==> src/rtl/i2stx_pkg.sv <==
package i2stx_pkg;
  localparam int SLOT_W     = 16;
  localparam int FRAME_BITS = 2 * SLOT_W;
  localparam int POS_W      = $clog2(FRAME_BITS);

  // Bus word layout: right channel in the upper half, left in the lower half.
  typedef struct packed {
    logic [SLOT_W-1:0] right;
    logic [SLOT_W-1:0] left;
  } stereo_word_t;
endpackage

==> src/rtl/i2stx_clkgen.sv <==
module i2stx_clkgen #(
  parameter int HALF_DIV = 2
) (
  input  logic clk,
  input  logic rst_n,
  output logic sck,
  output logic tick_fall
);
  localparam int CW = (HALF_DIV > 1) ? $clog2(HALF_DIV) : 1;

  logic [CW-1:0] div_q;
  logic          sck_q;
  logic          wrap;

  assign wrap      = (div_q == CW'(HALF_DIV - 1));
  assign tick_fall = wrap && sck_q;
  assign sck       = sck_q;

  always_ff @(posedge clk) begin
    if (!rst_n) begin
      div_q <= '0;
      sck_q <= 1'b0;
    end else if (wrap) begin
      div_q <= '0;
      sck_q <= ~sck_q;
    end else begin
      div_q <= div_q + 1'b1;
    end
  end

  // a falling tick is always followed by sck low
  p_fall_lowers_sck_r3: assert property (@(posedge clk) disable iff (!rst_n)
    tick_fall |=> !sck);
endmodule

==> src/rtl/i2stx_holdbuf.sv <==
module i2stx_holdbuf
  import i2stx_pkg::*;
(
  input  logic         clk,
  input  logic         rst_n,
  input  logic         wr_valid,
  output logic         wr_ready,
  input  logic [31:0]  wr_data,
  input  logic         take,
  output stereo_word_t word,
  output logic         word_ok,
  output logic         irq,
  output logic         err
);
  logic         full_q;
  stereo_word_t data_q;
  logic         irq_q;
  logic         err_q;
  logic         acc;

  assign wr_ready = !full_q;
  assign acc      = wr_valid && !full_q;
  assign word     = data_q;
  assign word_ok  = full_q;
  assign irq      = irq_q;
  assign err      = err_q;

  always_ff @(posedge clk) begin
    if (!rst_n) begin
      full_q <= 1'b0;
      data_q <= '0;
      irq_q  <= 1'b0;
      err_q  <= 1'b0;
    end else begin
      irq_q <= take && full_q;
      if (acc) begin
        full_q <= 1'b1;
        data_q <= stereo_word_t'(wr_data);
      end else if (take) begin
        full_q <= 1'b0;
      end
      if (take && !full_q) err_q <= 1'b1;
      else if (acc)        err_q <= 1'b0;
    end
  end

  // a full buffer keeps its word and stays not-ready until taken
  p_hold_until_take_r4: assert property (@(posedge clk) disable iff (!rst_n)
    (!wr_ready && !take) |=> (!wr_ready && $stable(word)));
  // a take with no write in the same cycle frees the buffer
  p_ready_after_take_r5: assert property (@(posedge clk) disable iff (!rst_n)
    (take && !acc) |=> wr_ready);
  // the request is a single-cycle pulse
  p_irq_pulse_r5: assert property (@(posedge clk) disable iff (!rst_n)
    irq |=> !irq);
  // an accepted write clears the sticky error
  p_err_cleared_r7: assert property (@(posedge clk) disable iff (!rst_n)
    (acc && !take) |=> !err);
endmodule

==> src/rtl/i2stx_shifter.sv <==
module i2stx_shifter
  import i2stx_pkg::*;
(
  input  logic         clk,
  input  logic         rst_n,
  input  logic         tick,
  input  stereo_word_t word,
  input  logic         word_ok,
  output logic         frame_edge,
  output logic         ws,
  output logic         sd
);
  logic [POS_W-1:0]      pos_q;
  logic [POS_W-1:0]      pos_nx;
  logic [FRAME_BITS-1:0] sh_q;
  logic                  ws_q;
  logic                  sd_q;

  assign frame_edge = tick && (pos_q == POS_W'(FRAME_BITS - 1));
  assign pos_nx     = (pos_q == POS_W'(FRAME_BITS - 1)) ? '0 : pos_q + 1'b1;
  assign ws         = ws_q;
  assign sd         = sd_q;

  always_ff @(posedge clk) begin
    if (!rst_n) begin
      pos_q <= POS_W'(FRAME_BITS - 1);
      sh_q  <= '0;
      ws_q  <= 1'b1;
      sd_q  <= 1'b0;
    end else if (tick) begin
      pos_q <= pos_nx;
      sd_q  <= sh_q[FRAME_BITS-1];
      ws_q  <= (pos_nx >= POS_W'(SLOT_W));
      if (frame_edge)
        sh_q <= word_ok ? {word.left, word.right} : '0;
      else
        sh_q <= {sh_q[FRAME_BITS-2:0], 1'b0};
    end
  end

  // an empty buffer at the boundary loads silence
  p_underrun_silence_r6: assert property (@(posedge clk) disable iff (!rst_n)
    (frame_edge && !word_ok) |=> (sh_q == '0));
endmodule

==> src/rtl/stereo_i2s_tx.sv <==
module stereo_i2s_tx
  import i2stx_pkg::*;
#(
  parameter int HALF_DIV = 2
) (
  input  logic        clk,
  input  logic        rst_n,
  input  logic        s_valid,
  output logic        s_ready,
  input  logic [31:0] s_data,
  output logic        irq,
  output logic        underrun,
  output logic        sck,
  output logic        ws,
  output logic        sd
);
  logic         tick_fall;
  logic         frame_edge;
  stereo_word_t buf_word;
  logic         buf_ok;

  i2stx_clkgen #(.HALF_DIV(HALF_DIV)) u_clkgen (
    .clk       (clk),
    .rst_n     (rst_n),
    .sck       (sck),
    .tick_fall (tick_fall)
  );

  i2stx_holdbuf u_holdbuf (
    .clk      (clk),
    .rst_n    (rst_n),
    .wr_valid (s_valid),
    .wr_ready (s_ready),
    .wr_data  (s_data),
    .take     (frame_edge),
    .word     (buf_word),
    .word_ok  (buf_ok),
    .irq      (irq),
    .err      (underrun)
  );

  i2stx_shifter u_shifter (
    .clk        (clk),
    .rst_n      (rst_n),
    .tick       (tick_fall),
    .word       (buf_word),
    .word_ok    (buf_ok),
    .frame_edge (frame_edge),
    .ws         (ws),
    .sd         (sd)
  );

  // serial lines are steady when the receiver samples on the rising edge
  p_stable_at_rise_r2: assert property (@(posedge clk) disable iff (!rst_n)
    $rose(sck) |-> ($stable(sd) && $stable(ws)));
endmodule

==> config.mk <==
export PLATFORM = sky130hd
export DESIGN_NAME = stereo_i2s_tx
export DESIGN_NICKNAME = d
export VERILOG_FILES = /design/src/rtl/i2stx_pkg.sv /design/src/rtl/i2stx_clkgen.sv /design/src/rtl/i2stx_holdbuf.sv /design/src/rtl/i2stx_shifter.sv /design/src/rtl/stereo_i2s_tx.sv
export SDC_FILE = /design/constraint.sdc
export NUM_CORES = 1
export LEC_CHECK = 0
export BUFFER_PORTS_ARGS = -buffer_cell sky130_fd_sc_hd__buf_2
export CAP_MARGIN = 25
export CORE_MARGIN = 2
export CORE_UTILIZATION = 55
export DETAILED_ROUTE_END_ITERATION = 16
export PLACE_DENSITY = 0.79
export SLEW_MARGIN = 20
export SYNTH_ARGS = -nofsm -noshare
export SYNTH_HDL_FRONTEND = slang
export SYNTH_SLANG_ARGS = --single-unit
==> constraint.sdc <==
create_clock -name clk -period 2.1 [get_ports clk]
set_clock_uncertainty 0.2 [all_clocks]
set_input_delay 0.525 -clock clk [delete_from_list [all_inputs] [get_ports clk]]
set_output_delay 0.525 -clock clk [all_outputs]
set_load 0.005 [all_outputs]
# Word level (Yosys, flattened, before mapping)
# Index checks and enable logic that the tools add are counted.
# totals
reg_bits	76
word_cells	33
input_bits	35
latchBits	0
memories	0
mem_bits_ro	0
output_inout_bits	6
ramBits	0
# classes
n_div	0
n_reduce_logical	9
muxes	7
multipliers	0
order_cmp	1
eq_ne	1
n_addsub	2
n_bitwise	2
shift	0
# ops
op	n
32-bit two-way mux	2
5-bit by 1-bit adder with 5-bit output (second input constant)	1
5-bit == test (second input constant)	1
5-bit >= comparator (second input constant)	1
1-bit logical AND	5
5-bit two-way mux	1
1-bit two-way mux	4
2-bit nonzero test	2
1-bit NOT	2
2-bit OR reduction	1
1-bit adder (second input constant)	1
1-bit logical NOT	1

# Logic depth before layout (Yosys ltp)
# Gate-level depths: netlist of run 1.
# depth
depth_word	4
depth_mapped	8
mapped_depth_nobuf	6

# Cells and area by module
# A second synthesis of run 1 with hierarchy kept.
# unflattened
hier_cells	365
hier_area_um2	3482.1
# modules_own_cells
mod	area_each_um2	cells_per_inst	seq_area_each_um2	instances
i2stx_shifter	1988.2	208	760.7	1
i2stx_holdbuf	1422.6	151	700.7	1
i2stx_clkgen	71.3	6	40.0	1

# Worst setup path after synthesis of run 1
# OpenSTA, ideal clock, no wires.
# synth_timing
kind	register to register
startpoint	reg u_shifter.pos_q[0]
endpoint	reg u_shifter.sh_q[10]
path_stages_with_launch	9
t_required_ns	1.780
synth_period_minus_slack_ns	1.929
setup_slack_ns	0.171
arrival_time_ns	1.609
path_buffers	2
setup_time_ns	0.120
path_cell_list	dfxtp_1 ha_1 and3_1 ha_1 and2_1 buf_6 buf_8 a221oi_2 nor2_1
# synth_between
elab_chain_len	3
# synth_rtl
element	line	text
start: declaration	i2stx_shifter.sv:13	logic [POS_W-1:0] pos_q;
start signal: assignment	i2stx_shifter.sv:26	pos_q <= POS_W'(FRAME_BITS - 1);
start signal: assignment	i2stx_shifter.sv:31	pos_q <= pos_nx;
5-bit == test	i2stx_shifter.sv:19	assign frame_edge = tick && (pos_q == POS_W'(FRAME_BITS - 1));
1-bit logical AND	i2stx_shifter.sv:19	
32-bit two-way mux	i2stx_shifter.sv:34	if (frame_edge)
end signal: assignment	i2stx_shifter.sv:35	sh_q <= word_ok ? {word.left, word.right} : '0;
end signal: assignment	i2stx_shifter.sv:37	sh_q <= {sh_q[FRAME_BITS-2:0], 1'b0};
end: declaration	i2stx_shifter.sv:15	logic [FRAME_BITS-1:0] sh_q;
# Every way passes these cells.
# A chain may end at the register's enable or synchronous reset.

# Worst setup path after layout of run 1
# layout_timing
startpoint	reg u_shifter.pos_q[1]
endpoint	reg u_shifter.sh_q[6]
# Same word-level chain as after synthesis.

==> impl_metrics.sql, run 1 <==
INSERT INTO impl_metrics (metric_group, metric, value, unit) VALUES
('global_routing', 'grt_pass1_wl', '10600', 'um'),
('cells_and_area', 'layout_nets', '408', ''),
('sta', 'slew_at_the_pin_closest_to_its_max_slew_limit', '403', 'ps'),
('floorplanning', 'fp.coreArea', '5570', 'um2'),
('cells_and_area', 'diode_insertion_count_for_antenna_repair', '0', ''),
('critical_path', 'critical-path-slowest-cell', 'dfxtp_1', ''),
('global_routing', 'vias_in_the_first_global_route', '2411', ''),
('cts', 'cts_buffers', '9', ''),
('cells_and_area', 'drive_above_1_share', '26.9', '%'),
('cells_and_area', 'instances_no_fill', '448', ''),
('synth', 'ys_ff_latch', '75', ''),
('synth', 'syn-cell-area', '3200', 'um2'),
('hold_path', 'worst_hold_path_type', 'in -> reg', ''),
('critical_path', 'reg2regPathDepth', '7', ''),
('sta', 'timing_max_transition_violations_final', '0', ''),
('route', 'via_count', '2477', ''),
('sta', 'period_minus_slack', '2010', 'ps'),
('place', 'hpwlAfterDp', '3970', 'um'),
('synth', 'synth_seq_area_share', '46.9', '%'),
('place', 'placement.setup.worst_slack', '120', 'ps'),
('critical_path', 'worst_ep_required_time', '2130', 'ps'),
('flow_run', 'drv_cap', '0', ''),
('critical_path', 'worstPathCellList', 'ha_1 -> and3_1 -> ha_1 -> and2_2 -> buf_4 -> a221oi_2 -> nor2_1', ''),
('sta', 'worst_slew_margin_rel', '73.1', '%'),
('floorplanning', 'ioPinCount', '41', ''),
('critical_path', 'worstPathMaxFanout', '11', ''),
('cts', 'ctsHtreeMaxLevel', '3', ''),
('pwr', 'cellInternalPower', '0.00223', 'W'),
('cells_and_area', 'layout.cells.most_common', 'dfxtp_1', ''),
('cells_and_area', 'filler_cell_count', '466', ''),
('critical_path', 'endpoint_class_of_the_critical_path', 'flop', ''),
('synth', 'synth_area_leaders', 'dfxtp_1 47%, a221oi_2 14%, nand2_1 8.8%, a21boi_1 7.0%, o21ai_0 5.2%', ''),
('critical_path', 'rr_startpoint', 'u_shifter.pos_q[1]', ''),
('hold_path', 'min-delay-start', 's_data[11]', ''),
('critical_path', 'crit_path_max_incr_delay', '340', 'ps'),
('floorplanning', 'num_rows', '27', ''),
('critical_path', 'rr_endpoint', 'u_shifter.sh_q[6]', ''),
('synth', 'mappedNetlistNets', '375', ''),
('cts', 'ctsResizeCount', '0', ''),
('run_status', 'outcome', 'completed', ''),
('route', 'remaining_drc_errors', '0', ''),
('cts', 'cts_tree', 'built', ''),
('place', 'gp_congestion', '0.742', ''),
('pwr', 'irDropWorstVdd', '522', 'uV'),
('global_routing', 'grt_max_degree', '76', ''),
('sta', 'finalSetupTns', '0', 'ps'),
('global_routing', 'grt-ovfl-total', '0', ''),
('cts', 'cts.clk_slew.worst_paths', '70', 'ps'),
('route', 'drt_iter0_markers', '134', ''),
('sta', 'rsz0062_at_grt', 'no', ''),
('cts', 'clkLatencyLatePin', '340', 'ps'),
('floorplanning', 'die_area', '6440', 'um2'),
('sta', 'final_hold_viol_count', '0', ''),
('place', 'postPlaceCellArea', '3380', 'um2'),
('critical_path', 'cpMostUsedCell', 'ha_1', ''),
('cts', 'root_buffer', 'clkbuf_8', ''),
('hold_path', 'worst_hold_path.num_cells', '3', ''),
('pwr', 'switching_power', '0.000808', 'W'),
('critical_path', 'worstSetupStartpointType', 'flop', ''),
('pwr', 'share_comb_of_total_power', '13.9', '%'),
('sta', 'worst_hold_slack', '214', 'ps'),
('place', 'post-place-cells', '432', ''),
('critical_path', 'rrSetupSlack', '90', 'ps'),
('cts', 'cts_setup_buffers', '0', ''),
('synth', 'yosysTopAreaCellShare', '46.9', '%'),
('critical_path', 'critPathKind', 'reg -> reg', ''),
('cts', 'cts.sink_count', '75', ''),
('pwr', 'leakage', '1.57', 'nW'),
('route', 'routed_wire_length_per_instance', '14.0', 'um'),
('sta', 'postLayoutSetupSlackWorst', '90.8', 'ps'),
('sta', 'setup-violations-final', '0', '');
-- worst max-delay path, delay by kind of cell (launching register included) --
family | cells | cell delay (ps)
AOI/OAI and AO/OA | 1 | 260
and+or+nand+nor | 3 | 490
adders and majority gates | 2 | 410
buffers and inverters | 1 | 200
DFF | 1 | 340
-- state kept, by name, summed over array words and instances (netlist names) --
register,cells
u_shifter.sh_q,32
u_holdbuf.err,1
u_clkgen.sck,1
u_holdbuf.irq,1
u_shifter.pos_q,4
u_shifter.ws,1
u_shifter.sd,1
u_clkgen.div_q,1
u_holdbuf.word,32
u_holdbuf.word_ok,1
-- cell type report --
class | instances | area (um2) | area share [%]
clock buffer | 15 | 186 | 5.22
inverter | 3 | 11.3 | 0.315
tap | 72 | 90.1 | 2.52
sequential | 75 | 1500 | 42.0
multi-input combinational | 229 | 1450 | 40.7
clock inverter | 1 | 5.00 | 0.140
timing repair buffer | 53 | 323 | 9.04
-- metrics by stage --
| stage | utilization [%] | power, W |
|---|---|---|
| 6_report | 64.1 | 0.00304 |
| 5_1_grt | 64.1 | 0.00317 |
| 4_1_cts | 64.1 | 0.00306 |
| 3_5_place_dp | 60.6 | 0.00202 |
| 3_3_place_gp | 60.6 | 0.00201 |
| 2_1_floorplan | - | 0.00193 |
-- power by group through the flow --
| stage | combinational, W | clock (W) | sequential, W |
|---|---|---|---|
| floorplan | 0.000346 | 0 | 0.00158 |
| global placement | 0.000409 | 0 | 0.00160 |
| detailed placement | 0.000421 | 0 | 0.00160 |
| CTS | 0.000424 | 0.00107 | 0.00157 |
| global route | 0.000467 | 0.00113 | 0.00158 |
| finish | 0.000422 | 0.00104 | 0.00157 |
-- synthesized netlist by cell type (all sizes together) --
cell type	number
xor2	1
o211ai	1
buf	25
ha	2
a21oi	1
and2	4
nand2	75
nand3	5
and3	1
a31oi	1
inv	3
a221oi	31
nand2b	1
nor2	33
nor2b	3
clkbuf	6
a21boi	34
o311ai	2
o2bb2ai	1
dfxtp	75
o21ai	33
-- cell families (layout without fill, tap and decap cells) --
family | count (synthesis) | in the layout | share of synthesized area, %
flops | 75 | 75 | 46.9
compound gates | 104 | 104 | 28.8
fa+ha+maj | 2 | 2 | 0.782
buf+inv | 34 | 72 | 7.82
simple gates | 122 | 122 | 15.4
xor+xnor | 1 | 1 | 0.274
-- metal layers --
| metal | track usage [%] | part of all wire (%) |
|---|---|---|
| met1 | 25.0 | 47 |
| met2 | 35.8 | 48 |
| met3 | 6.63 | 4.4 |
| met4 | 6.61 | 0.57 |
| met5 | 0 | 0 |
-- how the worst max path moves through the flow --
stage                             startpoint  cells after the start  slack (ps)                  to
after floorplan           u_shifter.pos_q[0]                      8         170  u_shifter.sh_q[10]
after global placement    u_shifter.pos_q[1]                      7         160   u_shifter.sh_q[1]
after detailed placement  u_shifter.pos_q[1]                      7         120   u_shifter.sh_q[1]
after CTS                 u_shifter.pos_q[1]                      7          90   u_shifter.sh_q[6]
after global routing      u_shifter.pos_q[1]                      7          20   u_shifter.sh_q[4]
final                     u_shifter.pos_q[1]                      7          90   u_shifter.sh_q[6]
Note: power is estimated with default switching activity, not from simulation.
==> run 2, diff against run 1 <==
--- a/config.mk
+++ b/config.mk
@@ -8,9 +8,9 @@
 export BUFFER_PORTS_ARGS = -buffer_cell sky130_fd_sc_hd__buf_2
 export CAP_MARGIN = 25
 export CORE_MARGIN = 2
-export CORE_UTILIZATION = 55
+export CORE_UTILIZATION = 57
 export DETAILED_ROUTE_END_ITERATION = 16
-export PLACE_DENSITY = 0.79
+export PLACE_DENSITY = 0.82
 export SLEW_MARGIN = 20
 export SYNTH_ARGS = -nofsm -noshare
 export SYNTH_HDL_FRONTEND = slang
==> run 2 against run 1 <==
Non-clock buffer count is 1 higher. Flip-flop and latch count stayed put. Core utilization increased by 2.2 points. Final cell count rose by 0.22%. Via count is 0.97% higher. Sequential power about the same. Setup slack better by 1.8 ps. Combinational power up 5.9%. Largest cell class unchanged. Fmax about the same.
==> impl_metrics.sql, run 2 (same netlist as run 1, synthesis figures left out) <==
INSERT INTO impl_metrics (metric_group, metric, value, unit) VALUES
('critical_path', 'cp_data_arrival_time', '2040', 'ps'),
('route', 'wirelength', '6490', 'um'),
('route', 'routed_wire_length_per_instance', '14.5', 'um'),
('critical_path', 'worstPathMaxFanout', '22', ''),
('place', 'postPlaceCellArea', '3410', 'um2'),
('cts', 'cts_tree', 'built', ''),
('sta', 'worst_slew_margin_rel', '74.3', '%'),
('floorplanning', 'fp.coreArea', '5470', 'um2'),
('critical_path', 'cpMostUsedCell', 'ha_1', ''),
('pwr', 'irDropWorstVdd', '450', 'uV'),
('critical_path', 'endpoint_class_of_the_critical_path', 'flop', ''),
('sta', 'finalSetupTns', '0', 'ps'),
('place', 'hpwlAfterDp', '3900', 'um'),
('place', 'gp_congestion', '0.743', ''),
('global_routing', 'grt_antenna_before_repair', '0', ''),
('route', 'remaining_drc_errors', '0', ''),
('sta', 'rsz0062_at_grt', 'no', ''),
('critical_path', 'worst_ep_required_time', '2140', 'ps'),
('global_routing', 'grt-ovfl-total', '0', ''),
('cells_and_area', 'diode_insertion_count_for_antenna_repair', '0', ''),
('cells_and_area', 'area.growth.synth_to_final', '13.3', '%'),
('sta', 'slew_at_the_pin_closest_to_its_max_slew_limit', '384', 'ps'),
('sta', 'postLayoutSetupSlackWorst', '92.6', 'ps'),
('cells_and_area', 'drive_above_1_share', '27.6', '%'),
('hold_path', 'worst_hold_path_type', 'in -> reg', ''),
('critical_path', 'critPathKind', 'reg -> reg', ''),
('floorplanning', 'num_rows', '27', ''),
('cts', 'cts_hold_repair.buffers', '0', ''),
('cts', 'cts_buffers', '9', ''),
('global_routing', 'grt_pass1_wl', '10900', 'um'),
('sta', 'clock.fmax', '0.498', 'GHz'),
('route', 'post_drt_antenna_nets', '0', ''),
('floorplanning', 'dieWidth', '78.9', 'um'),
('cells_and_area', 'layout_nets', '409', ''),
('flow_run', 'drv_cap', '0', ''),
('route', 'routed_via_density', '5.57', ''),
('cts', 'cts_setup_buffers', '0', ''),
('cts', 'cts.sink_count', '75', ''),
('sta', 'setup-violations-final', '0', ''),
('cts', 'ctsHtreeMaxLevel', '3', ''),
('pwr', 'leakage', '1.60', 'nW'),
('global_routing', 'grt_usage', '22.5', '%'),
('floorplanning', 'ioPinCount', '41', ''),
('place', 'post-place-cells', '433', ''),
('route', 'via_count', '2501', ''),
('pwr', 'p_per_area', '882', 'nW/um2'),
('cells_and_area', 'filler_cell_count', '443', ''),
('route', 'detailedRoute.firstPassIterationCount', '4', ''),
('cts', 'ctsResizeCount', '1', ''),
('critical_path', 'worstSetupStartpointType', 'flop', ''),
('critical_path', 'crit_path_max_incr_delay', '330', 'ps'),
('run_status', 'outcome', 'completed', ''),
('critical_path', 'worstPathCellList', 'ha_1 -> and3_1 -> ha_1 -> and2_4 -> buf_12 -> a221oi_2 -> nor2_1', ''),
('cells_and_area', 'commonest_cells_after_routing_fill_and_taps_aside', '74 x nand2_1, 74 x dfxtp_1, 40 x buf_2, 33 x o21ai_0, 33 x nor2_1', ''),
('sta', 'timing_max_transition_violations_final', '0', ''),
('pwr', 'total_power', '0.00320', 'W'),
('critical_path', 'critical-path-slowest-cell', 'dfxtp_1', ''),
('route', 'drt_iter0_markers', '209', ''),
('place', 'port_buffer_count', '40', ''),
('sta', 'final_hold_viol_count', '0', ''),
('cells_and_area', 'final_area', '3630', 'um2'),
('cells_and_area', 'instances_no_fill', '449', ''),
('floorplanning', 'die_height', '78.9', 'um'),
('floorplanning', 'die_area', '6230', 'um2'),
('cts', 'clkLatencyLatePin', '350', 'ps'),
('cts', 'root_buffer', 'clkbuf_8', ''),
('place', 'placement.setup.worst_slack', '25.3', 'ps'),
('cts', 'cts.clk_slew.worst_paths', '80', 'ps'),
('global_routing', 'vias_in_the_first_global_route', '2382', ''),
('cts', 'max-clock-path-buffers', '2', ''),
('floorplanning', 'start_util', '58.5', '%'),
('global_routing', 'grt_max_degree', '76', ''),
('sta', 'period_minus_slack', '2010', 'ps'),
('sta', 'portion_of_the_clock_cycle_consumed_by_the_worst_path_in_the_final_layout', '95.6', '%');
## run 2: cell types whose count changed in the layout (fill, tap and decap cells not counted), sizes merged
cell and change:
clkinv +3, bufinv +2, clkbuf -5, buf +1
## run 2: area by class of cell
cell class                      count  area, um2  area share (%)
Clock inverter                      6       80.1            2.21
Inverter                            3       11.3           0.311
Clock buffer                       10        128            3.52
Sequential cell                    75       1500            41.4
Tap cell                           72       90.1            2.48
Timing Repair Buffer               54        359            9.90
Multi-Input combinational cell    229       1460            40.1
## run 2: per-layer routing
| layer | track usage (%) | vias up | part of all wire [%] |
|---|---|---|---|
| met3 | 6.02 | 15 | 5.4 |
| met5 | 0 | - | 0 |
| met2 | 35.7 | 79 | 46 |
| met4 | 10.9 | 0 | 2.1 |
| li1 | - | 1239 | - |
| met1 | 28.6 | 1168 | 47 |
## run 2: worst paths after layout
| path | start | endpoint | cells past startpoint | slack (ps) |
|---|---|---|---|---|
| setup / recovery | u_shifter.pos_q[0] | u_shifter.sh_q[18] | 7 | 90 |
| hold / removal | s_data[16] | u_holdbuf.word[16] | 3 | 200 |
| setup reg to reg | u_shifter.pos_q[0] | u_shifter.sh_q[18] | 7 | 90 |
| hold reg to reg | u_shifter.sh_q[31] | u_shifter.sd | 2 | 260 |
## run 2: where the power goes
part           switching, W  internal, W  leakage [nW]  total, W
clock              0.000520     0.000661         0.110   0.00118
sequential        0.0000648      0.00151         0.613   0.00157
combinational      0.000264     0.000183         0.876  0.000447
## run 2: worst max-delay path, delay by kind of cell, from the launching register on
| family | cells | cell delay, ps |
|---|---|---|
| DFF | 1 | 330 |
| buffers and inverters | 1 | 190 |
| adders and majority gates | 2 | 420 |
| and+or+nand+nor | 3 | 500 |
| AOI/OAI and AO/OA | 1 | 250 |
## run 2: through the flow
step / hold WS [ps] / utilization, %
finish: 197 / 66.3
CTS: 187 / 66.2
global placement: 247 / 62.3
detailed placement: 251 / 62.3
floorplan: 235 / -
global route: 193 / 66.3
==> run 3, diff against run 2 <==
--- a/config.mk
+++ b/config.mk
@@ -5,12 +5,14 @@
 export SDC_FILE = /design/constraint.sdc
 export NUM_CORES = 1
 export LEC_CHECK = 0
+export ABC_AREA = 1
 export BUFFER_PORTS_ARGS = -buffer_cell sky130_fd_sc_hd__buf_2
 export CAP_MARGIN = 25
 export CORE_MARGIN = 2
-export CORE_UTILIZATION = 57
+export CORE_UTILIZATION = 56
 export DETAILED_ROUTE_END_ITERATION = 16
-export PLACE_DENSITY = 0.82
+export HOLD_SLACK_MARGIN = 0.12
+export PLACE_DENSITY = 0.81
 export SLEW_MARGIN = 20
 export SYNTH_ARGS = -nofsm -noshare
 export SYNTH_HDL_FRONTEND = slang
==> run 3 against run 2 <==
Area after synthesis shrank 5.0%. Power shrank 2.6%. Flip-flop and latch count is the same. Sequential power is essentially flat. Count of clock-buffer cells in the layout grew 4. Combinational power shrank 15%. Sequential share of layout area grew 2.6 points. Worst hold slack gained 33 ps. Core utilization shrank 0.22 points. Wire length shrank 3.1%.
==> impl_metrics.sql, run 3 <==
INSERT INTO impl_metrics (metric_group, metric, value, unit) VALUES
('pwr', 'total_power', '0.00312', 'W'),
('pwr', 'irDropWorstVdd', '505', 'uV'),
('global_routing', 'grt_max_degree', '39', ''),
('cells_and_area', 'layout.cells.most_common', 'dfxtp_1', ''),
('critical_path', 'worstPathCellList', 'ha_1 -> and3_1 -> ha_1 -> inv_2 -> nor2_8 -> buf_12 -> nand3_1 -> a21oi_1', ''),
('sta', 'clock.fmax', '0.525', 'GHz'),
('floorplanning', 'start_util', '58.7', '%'),
('sta', 'final_hold_viol_count', '0', ''),
('cells_and_area', 'diode_insertion_count_for_antenna_repair', '0', ''),
('cells_and_area', 'layout_nets', '440', ''),
('sta', 'slew_at_the_pin_closest_to_its_max_slew_limit', '561', 'ps'),
('global_routing', 'grt_pass1_wl', '10900', 'um'),
('route', 'via_count', '2622', ''),
('synth', 'yosys.area_share.adder', '0.824', '%'),
('floorplanning', 'ioPinCount', '41', ''),
('place', 'port_buffer_count', '40', ''),
('cts', 'root_buffer', 'clkbuf_8', ''),
('route', 'routed_via_density', '5.50', ''),
('synth', 'yosys-top-cells-count', '75 x dfxtp_1, 70 x nor2_1, 65 x a21oi_1', ''),
('cts', 'clkLatencyLatePin', '340', 'ps'),
('pwr', 'leakage', '1.43', 'nW'),
('place', 'hpwlAfterDp', '3900', 'um'),
('sta', 'rsz0062_at_grt', 'no', ''),
('critical_path', 'rr_endpoint', 'u_shifter.sh_q[20]', ''),
('synth', 'synth_simple_gate_area_share', '18.8', '%'),
('cts', 'cts.clk_slew.worst_paths', '70', 'ps'),
('synth', 'synthMuxAreaShare', '0', '%'),
('cts', 'max-clock-path-buffers', '2', ''),
('pwr', 'p_per_area', '912', 'nW/um2'),
('critical_path', 'endpoint_class_of_the_critical_path', 'flop', ''),
('synth', 'synthMostInstantiatedCell', 'dfxtp_1', ''),
('route', 'routed_wire_length_per_instance', '13.2', 'um'),
('place', 'postPlaceCellArea', '3200', 'um2'),
('route', 'remaining_drc_errors', '0', ''),
('cts', 'cts.sink_count', '75', ''),
('floorplanning', 'fp.coreArea', '5170', 'um2'),
('sta', 'timing_max_transition_violations_final', '0', ''),
('synth', 'synth_flop_type', 'dfxtp_1', ''),
('floorplanning', 'num_rows', '26', ''),
('synth', 'synth-xor-area-share', '0', '%'),
('synth', 'synth-compound-area-share', '22.4', '%'),
('cells_and_area', 'area_of_the_multi_input_gates', '1280', 'um2'),
('floorplanning', 'die_height', '77.7', 'um'),
('synth', 'synth_seq_area_share', '49.4', '%'),
('cts', 'cts_tree', 'built', ''),
('cells_and_area', 'commonest_cells_after_routing_fill_and_taps_aside', '74 x dfxtp_1, 70 x nor2_1, 65 x a21oi_1, 49 x o21ai_0, 40 x buf_2', ''),
('synth', 'synth.lib_cells_used.distinct', '26', ''),
('critical_path', 'critPathKind', 'reg -> reg', ''),
('synth', 'synth-async-reset-ratio', '0', '%'),
('synth', 'synth_area_leaders', 'dfxtp_1 49%, a21oi_1 11%, nor2_1 8.6%, o21ai_0 8.1%, nand3_1 5.9%', ''),
('cells_and_area', 'regArea', '1500', 'um2'),
('critical_path', 'rrSetupSlack', '200', 'ps'),
('synth', 'syn-cell-area', '3040', 'um2'),
('route', 'wirelength', '6290', 'um'),
('synth', 'post_synth_inst_count', '374', ''),
('global_routing', 'grt-ovfl-total', '0', ''),
('global_routing', 'grt_usage', '22.9', '%'),
('cells_and_area', 'final_area', '3420', 'um2'),
('place', 'gp_congestion', '0.779', ''),
('floorplanning', 'dieWidth', '77.7', 'um'),
('critical_path', 'worstSetupStartpointType', 'flop', ''),
('global_routing', 'grt_antenna_before_repair', '0', ''),
('critical_path', 'cp_data_arrival_time', '1960', 'ps'),
('synth', 'synthesis.yosys.warnings', '0', ''),
('sta', 'worst_slew_margin_rel', '62.6', '%'),
('floorplanning', 'die_area', '6030', 'um2'),
('cells_and_area', 'drive_above_1_share', '18.7', '%'),
('synth', 'yosysTopAreaCellShare', '49.4', '%'),
('global_routing', 'vias_in_the_first_global_route', '2418', ''),
('cts', 'cts_buffers', '9', ''),
('critical_path', 'cpMostUsedCell', 'ha_1', ''),
('critical_path', 'reg2regPathDepth', '8', ''),
('cts', 'cts_setup_buffers', '0', ''),
('critical_path', 'crit_path_max_incr_delay', '380', 'ps'),
('synth', 'synth_top_family_by_area', 'compound AO/OA/AOI/OAI gates', ''),
('sta', 'setup-violations-final', '0', ''),
('route', 'post_drt_antenna_nets', '0', ''),
('hold_path', 'whs_endpoint', 'u_holdbuf.word[25]', ''),
('synth', 'synth_top_cell_by_area', 'dfxtp_1', ''),
('synth', 'mappedNetlistNets', '411', ''),
('synth', 'synth-edff-count', '0', ''),
('sta', 'period_minus_slack', '1900', 'ps'),
('hold_path', 'min-delay-start', 's_data[25]', ''),
('cells_and_area', 'area.growth.synth_to_final', '12.4', '%'),
('sta', 'worst_hold_slack', '230', 'ps'),
('flow_run', 'drv_cap', '0', ''),
('critical_path', 'worstPathMaxFanout', '13', ''),
('cells_and_area', 'filler_cell_count', '440', ''),
('run_status', 'outcome', 'completed', ''),
('hold_path', 'worst_hold_path.num_cells', '3', ''),
('critical_path', 'critical-path-slowest-cell', 'dfxtp_2', ''),
('synth', 'ys_ff_latch', '75', ''),
('sta', 'finalSetupTns', '0', 'ps'),
('hold_path', 'worst_hold_path_type', 'in -> reg', ''),
('route', 'drt_iter0_markers', '142', ''),
('critical_path', 'worst_ep_required_time', '2160', 'ps'),
('synth', 'syn_area_per_cell', '8.12', 'um2'),
('critical_path', 'rr_startpoint', 'u_shifter.pos_q[0]', ''),
('cts', 'ctsHtreeMaxLevel', '3', ''),
('route', 'detailedRoute.firstPassIterationCount', '4', ''),
('sta', 'portion_of_the_clock_cycle_consumed_by_the_worst_path_in_the_final_layout', '90.6', '%');
-- run 3: worst max-delay path: cells and delay by family, from the launching register on --
kind / cells / cell delay, ps
AND/OR/NAND/NOR: 3 / 450
adder cells (fa/ha/maj): 2 / 400
flip-flops: 1 / 380
buffers and inverters: 2 / 260
AO/OA/AOI/OAI: 1 / 150
-- run 3: per-layer routing --
metal	vias up	routed length (um)	track usage (%)
met5	-	0	0
met4	0	174	12.3
met3	13	236	4.65
met2	63	3030	37.8
met1	1210	2850	27.8
li1	1336	-	-
-- run 3: worst max-delay path by stage --
stage | from | to | slack (ps) | cells past startpoint
2_1_floorplan | u_shifter.pos_q[0] | u_shifter.sh_q[10] | 370 | 8
3_3_place_gp | u_shifter.pos_q[0] | u_shifter.sh_q[28] | 230 | 8
3_5_place_dp | u_shifter.pos_q[0] | u_shifter.sh_q[22] | 130 | 8
4_1_cts | u_shifter.pos_q[0] | u_shifter.sh_q[20] | 110 | 8
5_1_grt | u_shifter.pos_q[0] | u_shifter.sh_q[19] | 50 | 8
6_report | u_shifter.pos_q[0] | u_shifter.sh_q[20] | 200 | 8
-- run 3: per-stage QoR --
step / instances / worst slack, ps / utilization (%)
after floorplan: 374 / 375 / -
after global placement: 462 / 225 / 61.9
after detailed placement: 462 / 125 / 61.9
after CTS: 477 / 110 / 66.0
after global routing: 477 / 49.9 / 66.0
final: 477 / 196 / 66.0
-- run 3: power breakdown --
part | switching (W) | total, W | internal (W) | leakage (nW)
logic | 0.000241 | 0.000381 | 0.000140 | 0.702
clock network | 0.000486 | 0.00116 | 0.000674 | 0.109
registers | 0.0000559 | 0.00157 | 0.00152 | 0.616
-- run 3: cell type report --
type	instances	share of cell area [%]
Clock buffer	14	5.35
Clock inverter	1	0.879
Inverter	7	0.916
Multi-Input combinational cell	261	37.4
Sequential cell	75	44.0
Tap cell	70	2.56
Timing Repair Buffer	49	8.94
-- run 3: kinds of logic (layout without fill, tap and decap cells) --
logic type	Yosys count	count (layout)
AO/OA/AOI/OAI	133	133
AND/OR/NAND/NOR	126	126
adder cells (fa/ha/maj)	2	2
flip-flops	75	75
buffers and inverters	38	71
-- run 3: repair_timing --
action / CTS / global route
hold buffers: 0 / 0
hold endpoints to repair: 0 / 0
setup endpoints to repair: 0 / 24
gates resized for setup: 0 / 1
